`config.mk`:
```
export PLATFORM = sky130hd
export DESIGN_NAME = dram_slice_arb
export DESIGN_NICKNAME = d
export VERILOG_FILES = /design/src/rtl/dram_slice_arb_pkg.sv /design/src/rtl/dram_slice_pkt_cap.sv /design/src/rtl/dram_slice_win_timer.sv /design/src/rtl/dram_slice_pick.sv /design/src/rtl/dram_slice_arb.sv
export SDC_FILE = /design/constraint.sdc
export NUM_CORES = 1
export LEC_CHECK = 0
export BUFFER_PORTS_ARGS = -buffer_cell sky130_fd_sc_hd__buf_2
export CAP_MARGIN = 20
export CORE_ASPECT_RATIO = 1.4
export CORE_MARGIN = 4
export CORE_UTILIZATION = 45
export DETAILED_ROUTE_END_ITERATION = 6
export PLACE_DENSITY = 0.69
export SLEW_MARGIN = 20
export SYNTH_ARGS = -nofsm -noshare
export SYNTH_HDL_FRONTEND = slang
export SYNTH_SLANG_ARGS = --single-unit
```
`constraint.sdc`:
```
create_clock -name clk_i -period 4.32 [get_ports clk_i]
set_clock_uncertainty 0.1 [all_clocks]
set_input_delay 0.864 -clock clk_i [delete_from_list [all_inputs] [get_ports clk_i]]
set_output_delay 0.864 -clock clk_i [all_outputs]
set_load 0.03 [all_outputs]
```
`src/rtl/dram_slice_arb_pkg.sv`:
```
package dram_slice_arb_pkg;
  typedef enum logic [1:0] {
    OWN_NONE = 2'd0,
    OWN_HG   = 2'd1,
    OWN_HC   = 2'd2,
    OWN_LG   = 2'd3
  } owner_e;
endpackage

```
`src/rtl/dram_slice_pkt_cap.sv`:
```
module dram_slice_pkt_cap #(
  parameter int unsigned PKT_CAP = 6
) (
  input  logic clk_i,
  input  logic rst_ni,
  input  logic on_i,
  input  logic clr_i,
  input  logic hg_done_i,
  input  logic hg_idle_i,
  input  logic hc_pick_i,
  output logic cap_hit_o
);
  localparam int unsigned CW = $clog2(PKT_CAP + 1);

  logic [CW-1:0] cnt_q;
  logic [CW:0]   cnt_ahead;

  // include the packet completing this cycle in the decision
  assign cnt_ahead = {1'b0, cnt_q} + (CW+1)'(hg_done_i);
  assign cap_hit_o = cnt_ahead >= (CW+1)'(PKT_CAP);

  always_ff @(posedge clk_i or negedge rst_ni) begin
    if (!rst_ni) begin
      cnt_q <= '0;
    end else if (clr_i || !on_i || hc_pick_i || hg_idle_i) begin
      cnt_q <= '0;
    end else if (hg_done_i && (cnt_q < CW'(PKT_CAP))) begin
      cnt_q <= cnt_q + CW'(1);
    end
  end
endmodule

```
`src/rtl/dram_slice_win_timer.sv`:
```
module dram_slice_win_timer #(
  parameter int unsigned WIN_CLKS = 24
) (
  input  logic clk_i,
  input  logic rst_ni,
  input  logic on_i,
  input  logic clr_i,
  output logic lg_turn_o
);
  localparam int unsigned WW = (WIN_CLKS > 1) ? $clog2(WIN_CLKS) : 1;

  logic [WW-1:0] cnt_q;
  logic          lg_turn_q;

  always_ff @(posedge clk_i or negedge rst_ni) begin
    if (!rst_ni) begin
      cnt_q     <= '0;
      lg_turn_q <= 1'b0;
    end else if (clr_i || !on_i) begin
      cnt_q     <= '0;
      lg_turn_q <= 1'b0;
    end else if (cnt_q == WW'(WIN_CLKS - 1)) begin
      cnt_q     <= '0;
      lg_turn_q <= !lg_turn_q;
    end else begin
      cnt_q <= cnt_q + WW'(1);
    end
  end

  assign lg_turn_o = lg_turn_q;
endmodule

```
`src/rtl/dram_slice_pick.sv`:
```
module dram_slice_pick
  import dram_slice_arb_pkg::*;
(
  input  logic   hg_valid_i,
  input  logic   hc_valid_i,
  input  logic   lg_valid_i,
  input  logic   slice_on_i,
  input  logic   cap_hit_i,
  input  logic   lg_turn_i,
  output owner_e pick_o
);
  owner_e host_sel;
  logic   host_v;
  logic   lg_first;

  // stage 1: merge the two host streams
  always_comb begin
    if (hg_valid_i && !(slice_on_i && cap_hit_i && hc_valid_i)) host_sel = OWN_HG;
    else if (hc_valid_i)                                         host_sel = OWN_HC;
    else                                                          host_sel = OWN_NONE;
  end

  assign host_v   = hg_valid_i || hc_valid_i;
  assign lg_first = slice_on_i && lg_turn_i;

  // stage 2: host vs graphics, work-conserving
  always_comb begin
    if (lg_first && lg_valid_i) pick_o = OWN_LG;
    else if (host_v)            pick_o = host_sel;
    else if (lg_valid_i)        pick_o = OWN_LG;
    else                        pick_o = OWN_NONE;
  end
endmodule

```
`src/rtl/dram_slice_arb.sv`:
```
module dram_slice_arb
  import dram_slice_arb_pkg::*;
#(
  parameter int unsigned PKT_CAP  = 6,
  parameter int unsigned WIN_CLKS = 24
) (
  input  logic clk_i,
  input  logic rst_ni,
  input  logic win_en_i,
  input  logic hg_valid_i,
  input  logic hg_last_i,
  input  logic hc_valid_i,
  input  logic hc_last_i,
  input  logic lg_valid_i,
  input  logic lg_last_i,
  output logic hg_gnt_o,
  output logic hc_gnt_o,
  output logic lg_gnt_o
);
  owner_e owner_q, owner_d, pick_w;
  logic   in_pkt_q;
  logic   mode_q;
  logic   cur_valid, cur_last;
  logic   xfer_w, done_w, hold_w, clr_w;
  logic   cap_hit_w, lg_turn_w;

  always_comb begin
    unique case (owner_q)
      OWN_HG:  begin cur_valid = hg_valid_i; cur_last = hg_last_i; end
      OWN_HC:  begin cur_valid = hc_valid_i; cur_last = hc_last_i; end
      OWN_LG:  begin cur_valid = lg_valid_i; cur_last = lg_last_i; end
      default: begin cur_valid = 1'b0;       cur_last = 1'b0;      end
    endcase
  end

  assign xfer_w = cur_valid;
  assign done_w = xfer_w && cur_last;
  // keep the owner while a packet is open
  assign hold_w = (xfer_w && !cur_last) || (in_pkt_q && !done_w);
  assign clr_w  = !hold_w && (win_en_i != mode_q);

  dram_slice_pkt_cap #(.PKT_CAP(PKT_CAP)) u_cap (
    .clk_i     (clk_i),
    .rst_ni    (rst_ni),
    .on_i      (mode_q),
    .clr_i     (clr_w),
    .hg_done_i (done_w && (owner_q == OWN_HG)),
    .hg_idle_i (!hg_valid_i),
    .hc_pick_i (!hold_w && (pick_w == OWN_HC)),
    .cap_hit_o (cap_hit_w)
  );

  dram_slice_win_timer #(.WIN_CLKS(WIN_CLKS)) u_win (
    .clk_i     (clk_i),
    .rst_ni    (rst_ni),
    .on_i      (mode_q),
    .clr_i     (clr_w),
    .lg_turn_o (lg_turn_w)
  );

  dram_slice_pick u_pick (
    .hg_valid_i (hg_valid_i),
    .hc_valid_i (hc_valid_i),
    .lg_valid_i (lg_valid_i),
    .slice_on_i (mode_q),
    .cap_hit_i  (cap_hit_w),
    .lg_turn_i  (lg_turn_w),
    .pick_o     (pick_w)
  );

  assign owner_d = hold_w ? owner_q : pick_w;

  always_ff @(posedge clk_i or negedge rst_ni) begin
    if (!rst_ni) begin
      owner_q  <= OWN_NONE;
      in_pkt_q <= 1'b0;
      mode_q   <= 1'b0;
      hg_gnt_o <= 1'b0;
      hc_gnt_o <= 1'b0;
      lg_gnt_o <= 1'b0;
    end else begin
      owner_q  <= owner_d;
      in_pkt_q <= hold_w;
      if (!hold_w) mode_q <= win_en_i;
      hg_gnt_o <= (owner_d == OWN_HG);
      hc_gnt_o <= (owner_d == OWN_HC);
      lg_gnt_o <= (owner_d == OWN_LG);
    end
  end
endmodule

```
---- Word level (Yosys, flattened, before mapping) ----
Cells that the tools add are included.
word-level totals
  bits in latches ......................... 0
  bits in read-only memories .............. 0
  bits in registers ....................... 16
  memory bits (writable) .................. 0
  memories ................................ 0
  word-level logic and storage cells ...... 63
  input bits .............................. 9
cells by class
  div/mod/pow operators ................... 0
  reduce and logical (&&, ||, !) cells .... 26
  add/sub/neg operators ................... 3
  equal/unequal tests ..................... 9
  mux-type cells .......................... 14
  $mul .................................... 0
  magnitude comparators ................... 2
  bitwise gates (word level) .............. 0
  shifts and indexed selects .............. 0
operator list
  cell                                                               number
  logical AND 1 bit                                                  12
  2-to-1 mux 2 bit                                                   6
  equality test 2 bit, second input constant                         5
  2-to-1 mux 5 bit                                                   2
  zero test 1 bit                                                    7
  2-to-1 mux 3 bit                                                   2
  one-hot mux 1 bit (3 select lines)                                 2
  adder 5 x 1 -> 5 bit, second input constant                        1
  equality test 5 bit, second input constant                         1
  logical OR 1 bit                                                   5
  adder 3 x 1 -> 4 bit                                               1
  equality test 2 x 1 -> 1 bit, second input constant                2
  greater-or-equal comparator 4 x 3 -> 1 bit, second input constant  1
  nonzero test 2 bit                                                 2
  adder 3 x 1 -> 3 bit, second input constant                        1
  < comparator 3 bit, second input constant                          1
  2-to-1 mux 1 bit                                                   2
  != test 1 bit                                                      1

---- Longest topological paths before layout ----
  depth after elaboration ................. 18
  mapped depth ............................ 10

---- Modules after synthesis ----
A second synthesis with hierarchy kept.
second synthesis, totals
  cell total of the unflattened synthesis .. 92
  area total of the unflattened synthesis .. 978.4 µm²
modules (own cells, without submodules)
  module                area an instance (µm²)  cells each  seq. area each (µm²)  times used
  dram_slice_arb        431.7                   39          175.2                 1
  dram_slice_win_timer  269.0                   24          150.1                 1
  dram_slice_pkt_cap    214.0                   21          75.1                  1
  dram_slice_pick       63.8                    8           0.0                   1

---- Worst setup path after synthesis ----
OpenSTA, ideal clock, no wires.
  path type ............................... input to register
  start ................................... input port hg_valid_i
  end ..................................... register u_cap.cnt_q[2]
  cell stages on the path ................. 9
  data arrival time ....................... 2.361 ns
  setup slack ............................. 1.748 ns
  library setup time ...................... 0.111 ns
  cells stage by stage .................... nand3b_1 > nor2_2 > ha_1 > ha_1 > nand2b_1 > a21boi_0 > nor3_1 > a211oi_2 > a2111oi_2
on the way
  cells in the longest elaborated chain, start to end .. 17
  elaborated cells on any way between the ends .. 28
  those cells by class .................... 1 x add/sub; 1 x order compare; 1 x eq/ne; 5 x mux; 20 x reduce/logical
RTL lines
  what                                                           RTL line                  text
  start, declared                                                dram_slice_arb.sv:10      input logic hg_valid_i,
  one-hot mux 1 bit (3 select lines)                             dram_slice_arb.sv:28      unique case (owner_q)
  logical AND 1 bit                                              dram_slice_arb.sv:37      assign done_w = xfer_w && cur_last;
  logical AND 1 bit                                              dram_slice_arb.sv:47      .hg_done_i (done_w && (owner_q == OWN_HG)),
  adder 3 x 1 -> 4 bit                                           dram_slice_pkt_cap.sv:19  assign cnt_ahead = {1'b0, cnt_q} + (CW+1)'(hg_done_i);
  greater-or-equal comparator 4 x 3 -> 1 bit                     dram_slice_pkt_cap.sv:20  assign cap_hit_o = cnt_ahead >= (CW+1)'(PKT_CAP);
  logical AND 1 bit (2 in series)                                dram_slice_pick.sv:18     if (hg_valid_i && !(slice_on_i && cap_hit_i && hc_valid_i)) host_sel = OWN_HG;
  zero test 1 bit                                                dram_slice_pick.sv:18
  logical AND 1 bit                                              dram_slice_pick.sv:18
  2-to-1 mux 2 bit                                               dram_slice_pick.sv:18
  2-to-1 mux 2 bit                                               dram_slice_pick.sv:29     else if (host_v) pick_o = host_sel;
  2-to-1 mux 2 bit                                               dram_slice_pick.sv:28     if (lg_first && lg_valid_i) pick_o = OWN_LG;
  equality test 2 bit                                            dram_slice_arb.sv:49      .hc_pick_i (!hold_w && (pick_w == OWN_HC)),
  logical AND 1 bit                                              dram_slice_arb.sv:49
  logical OR 1 bit (2 in series)                                 dram_slice_pkt_cap.sv:25  end else if (clr_i || !on_i || hc_pick_i || hg_idle_i) begin
  2-to-1 mux 3 bit / nonzero test 2 bit (equally long branches)  --
  end signal, assigned                                           dram_slice_pkt_cap.sv:28  cnt_q <= cnt_q + CW'(1);
  end, declared                                                  dram_slice_pkt_cap.sv:15  logic [CW-1:0] cnt_q;
Several ways; a longest one is shown, not always the timed one.
A chain may end at the register's enable or synchronous reset.

---- Worst setup path after layout ----
Same ends and word-level chain as after synthesis.

==> summary.md <==
| Metric | Value |
|---|---|
| Layout cell share with drive strength beyond 1 | `23.58%` |
| Combinational cell fraction of total power | `38.1%` |
| Clk buf depth | `2` |
| Finished Core Util | `52.31%` |
| Port-buffer cells | `11` |
| Hold buffer count at CTS | `0` |
| Flop2flop setup slack | `1.83 ns` |
| Area contributors post-synth | `dfrtp_1 43%, ha_1 5.4%, mux2_4 4.9%` |
| Sw Share | `37.84%` |
| Fin. max-slew vios | `0` |
| Mapped Cells | `93` |
| Final setup vio count | `0` |
| Clock sink total | `16` |
| Most frequent cell after synthesis | `dfrtp_1` |
| Final Net Count | `120` |
| Clock share of power | `18.8%` |
| Leak pwr | `0.4816 nW` |
| Area of the multi-input gates | `483.0 um2` |
| DRT iter0 DRCs | `7` |
| Crit path capture type | `flip-flop` |
| CTS tree | `yes` |
| Rel. slew slack | `57.38%` |
| Core area | `1949 um2` |
| CP Class | `primary input to flip-flop` |
| Yosys warns | `0` |
| Post-synth top area share | `43.30%` |
| Vias in the first global route | `743` |
| TritonRoute pass-1 iters | `3` |
| Num rows | `19` |
| WP buf/inv | `1` |
| CTS buffer count | `3` |
| Synth Cell Area | `924.6 um2` |
| CP Launch Type | `primary input` |
| Commonest cells post-synth | `16 x dfrtp_1, 11 x nor2_1, 9 x nand2_1` |
| Clk pin slew, worst setup/hold paths | `0.10 ns` |
| Fillers | `193` |
| Drt total wl | `1.636 mm` |
| Ys async rst share | `100.0%` |
| Hold slack | `0.3706 ns` |
| Largest net degree at the start of global routing | `17` |
| Clk_lat worst skew | `0.28 ns` |
| R2R depth | `9` |
| Diodes inserted | `0` |
| Total power | `521.7 uW` |
| Final ANT Viol Nets | `0` |
| Worst slew pin tran | `0.6374 ns` |
| Final HPWL DP | `1.300 mm` |
| Ys flop type | `dfrtp_1` |
| All-layer global routing usage | `15.19%` |
| Largest stage delay, worst path | `0.30 ns` |
| Vias per std cell | `5.512` |
| Netlist cell types | `33` |
| Family with the most delay on the worst path | `simple AND/OR/NAND/NOR gates` |
| Initial antenna violation count | `0` |
| Global-route wire length before repair | `3.118 mm` |
| HP Class | `primary input to async pin` |
| Die ar. | `2854 um2` |
| Post-route clock period utilization | `61.59%` |
| # Max-Cap Violations | `0` |
| Register area share after synthesis | `43.30%` |
| # Post-CTS Setup Buffers | `0` |
| DRC Markers | `0` |
| Layout area overhead | `10.28%` |
| DR WL/cell | `12.88 um` |
| PwrDens | `511.6 nW/um2` |
| Mapped Nets | `106` |
| Pint | `324.3 uW` |
| Total negative setup slack | `0 ns` |
| FMAX | `0.3758 GHz` |
| Final Cell Area | `1020 um2` |
| Status | `complete, no violations` |
| Die Span Y | `61.64 um` |
| WP data required | `4.40 ns` |
| Root Driver | `clkbuf_4` |
| Synth area leader | `dfrtp_1` |
| # IOs | `12` |
| Initial Util | `47.43%` |
| EDFF count, synth | `0` |
| Reg power frac | `43.0%` |
| Clock H-tree levels | `1` |
| Vias after detailed routing | `700` |
| Area after DPL | `983.4 um2` |
| Avg Cell Area, Syn | `9.942 um2` |
| Worst R2R End | `u_cap.cnt_q[2]` |
| Flop and latch count out of synthesis | `16` |
| Crit path top cell by count | `ha_1` |
| Global route overflow | `0` |
| Worst R2R Start | `owner_q[0]` |
| Worst Path Max Fanout | `7` |
| Tmin final | `2.661 ns` |
| Final GP Congestion | `0.7830` |
| Crit path max-delay cell type | `a2111oi_2` |
| CP arrival | `2.74 ns` |
| Crit-path cells | `buf_2 > nand3b_1 > nor2_2 > ha_1 > ha_1 > nand2b_1 > a21boi_0 > nor3_1 > a211oi_2 > a2111oi_2` |
| Final hold vios | `0` |
| Peak VDD IR | `242.6 uV` |
| FF/Latch Area | `400.4 um2` |
| Post_cts resized | `0` |
| Sw power | `197.4 uW` |
| RSZ-0062 raised after global routing | `false` |
| Die extent in x | `46.31 um` |
metrics by stage:
stage               cells  worst slack, ns
floorplan              93            1.748
global placement      123            1.479
detailed placement    123            1.358
CTS                   127            1.664
global route          127            1.397
finish                127            1.659
cell type report:
cell class	count	area share [%]
Multi-Input combinational cell	70	47.36
Clock buffer	4	3.558
Timing Repair Buffer	11	5.399
Sequential cell	16	39.26
Tap cell	21	2.577
Inverter	5	1.840
power by group through the flow:
stage          combinational, mW  sequential, mW  clock [mW]
2_1_floorplan              0.162           0.238           0
3_3_place_gp               0.196           0.227           0
3_5_place_dp               0.201           0.228           0
4_1_cts                    0.202           0.225       0.103
5_1_grt                    0.224           0.229       0.109
6_report                   0.199           0.225      0.0983
placed cells by master (no fill, tap or decap):
| cell type | n |
|---|---|
| buf_2 | 11 |
| mux2i_1 | 1 |
| nand2_1 | 9 |
| nand3b_1 | 1 |
| clkbuf_4 | 3 |
| nand2b_1 | 1 |
| nand3_1 | 1 |
| and2_1 | 1 |
| a32o_1 | 1 |
| and3b_1 | 1 |
| a211oi_1 | 2 |
| o21ai_0 | 5 |
| mux2_4 | 3 |
| xnor2_1 | 2 |
| ha_1 | 4 |
| o21ai_1 | 2 |
| dfrtp_1 | 16 |
| a21oi_1 | 4 |
| nor2_1 | 11 |
| nor2_2 | 1 |
| inv_1 | 5 |
| a211oi_2 | 1 |
| a311oi_1 | 1 |
| a31o_2 | 1 |
| a22oi_1 | 1 |
| xor2_1 | 1 |
| or3_2 | 1 |
| a21boi_0 | 1 |
| nor3b_1 | 3 |
| nor2b_1 | 1 |
| a2111oi_2 | 1 |
| nor3_1 | 4 |
| a21o_1 | 2 |
| o211ai_2 | 2 |
| clkbuf_8 | 1 |
worst max path at each step:
stage,start,end,slack (ns),cells after the start
floorplan,hg_valid_i,u_cap.cnt_q[2],1.75,9
global placement,hg_valid_i,u_cap.cnt_q[2],1.48,10
detailed placement,hg_valid_i,u_cap.cnt_q[2],1.36,10
CTS,hg_valid_i,u_cap.cnt_q[2],1.66,10
global route,hg_valid_i,u_cap.cnt_q[2],1.40,10
finish,hg_valid_i,u_cap.cnt_q[2],1.66,10
cell families (layout without fill, tap and decap cells):
family                   after synthesis  in the layout  share of synthesized area (%)
AO/OA/AOI/OAI                         24             24                          19.48
XOR/XNOR                               3              3                          2.842
adder cells (fa/ha/maj)                4              4                          5.413
buffers and inverters                  7             20                          4.466
flip-flops                            16             16                          43.30
multiplexers                           4              4                          5.954
AND/OR/NAND/NOR                       35             35                          18.54
layer usage:
layer,track usage [%],wire length (um),up-vias
met1,15.76,718,339
met4,6.911,17,0
li1,-,-,353
met5,0,0,-
met3,2.632,42,2
met2,28.54,858,6
worst register-to-register path, cell delays in order (launching register included):
cell and delay, ns:
dfrtp_1 0.51, nand3b_1 0.23, nor2_2 0.23, ha_1 0.20
ha_1 0.26, nand2b_1 0.11, a21boi_0 0.10, nor3_1 0.25
a211oi_2 0.10, a2111oi_2 0.30
flip-flops by register name (all words and copies together) (netlist names):
name	count
u_cap.cnt_q	3
lg_gnt_o	1
owner_q	2
hc_gnt_o	1
u_win.cnt_q	5
in_pkt_q	1
u_win.lg_turn_o	1
hg_gnt_o	1
mode_q	1
Power figures use the tool's default switching activity.
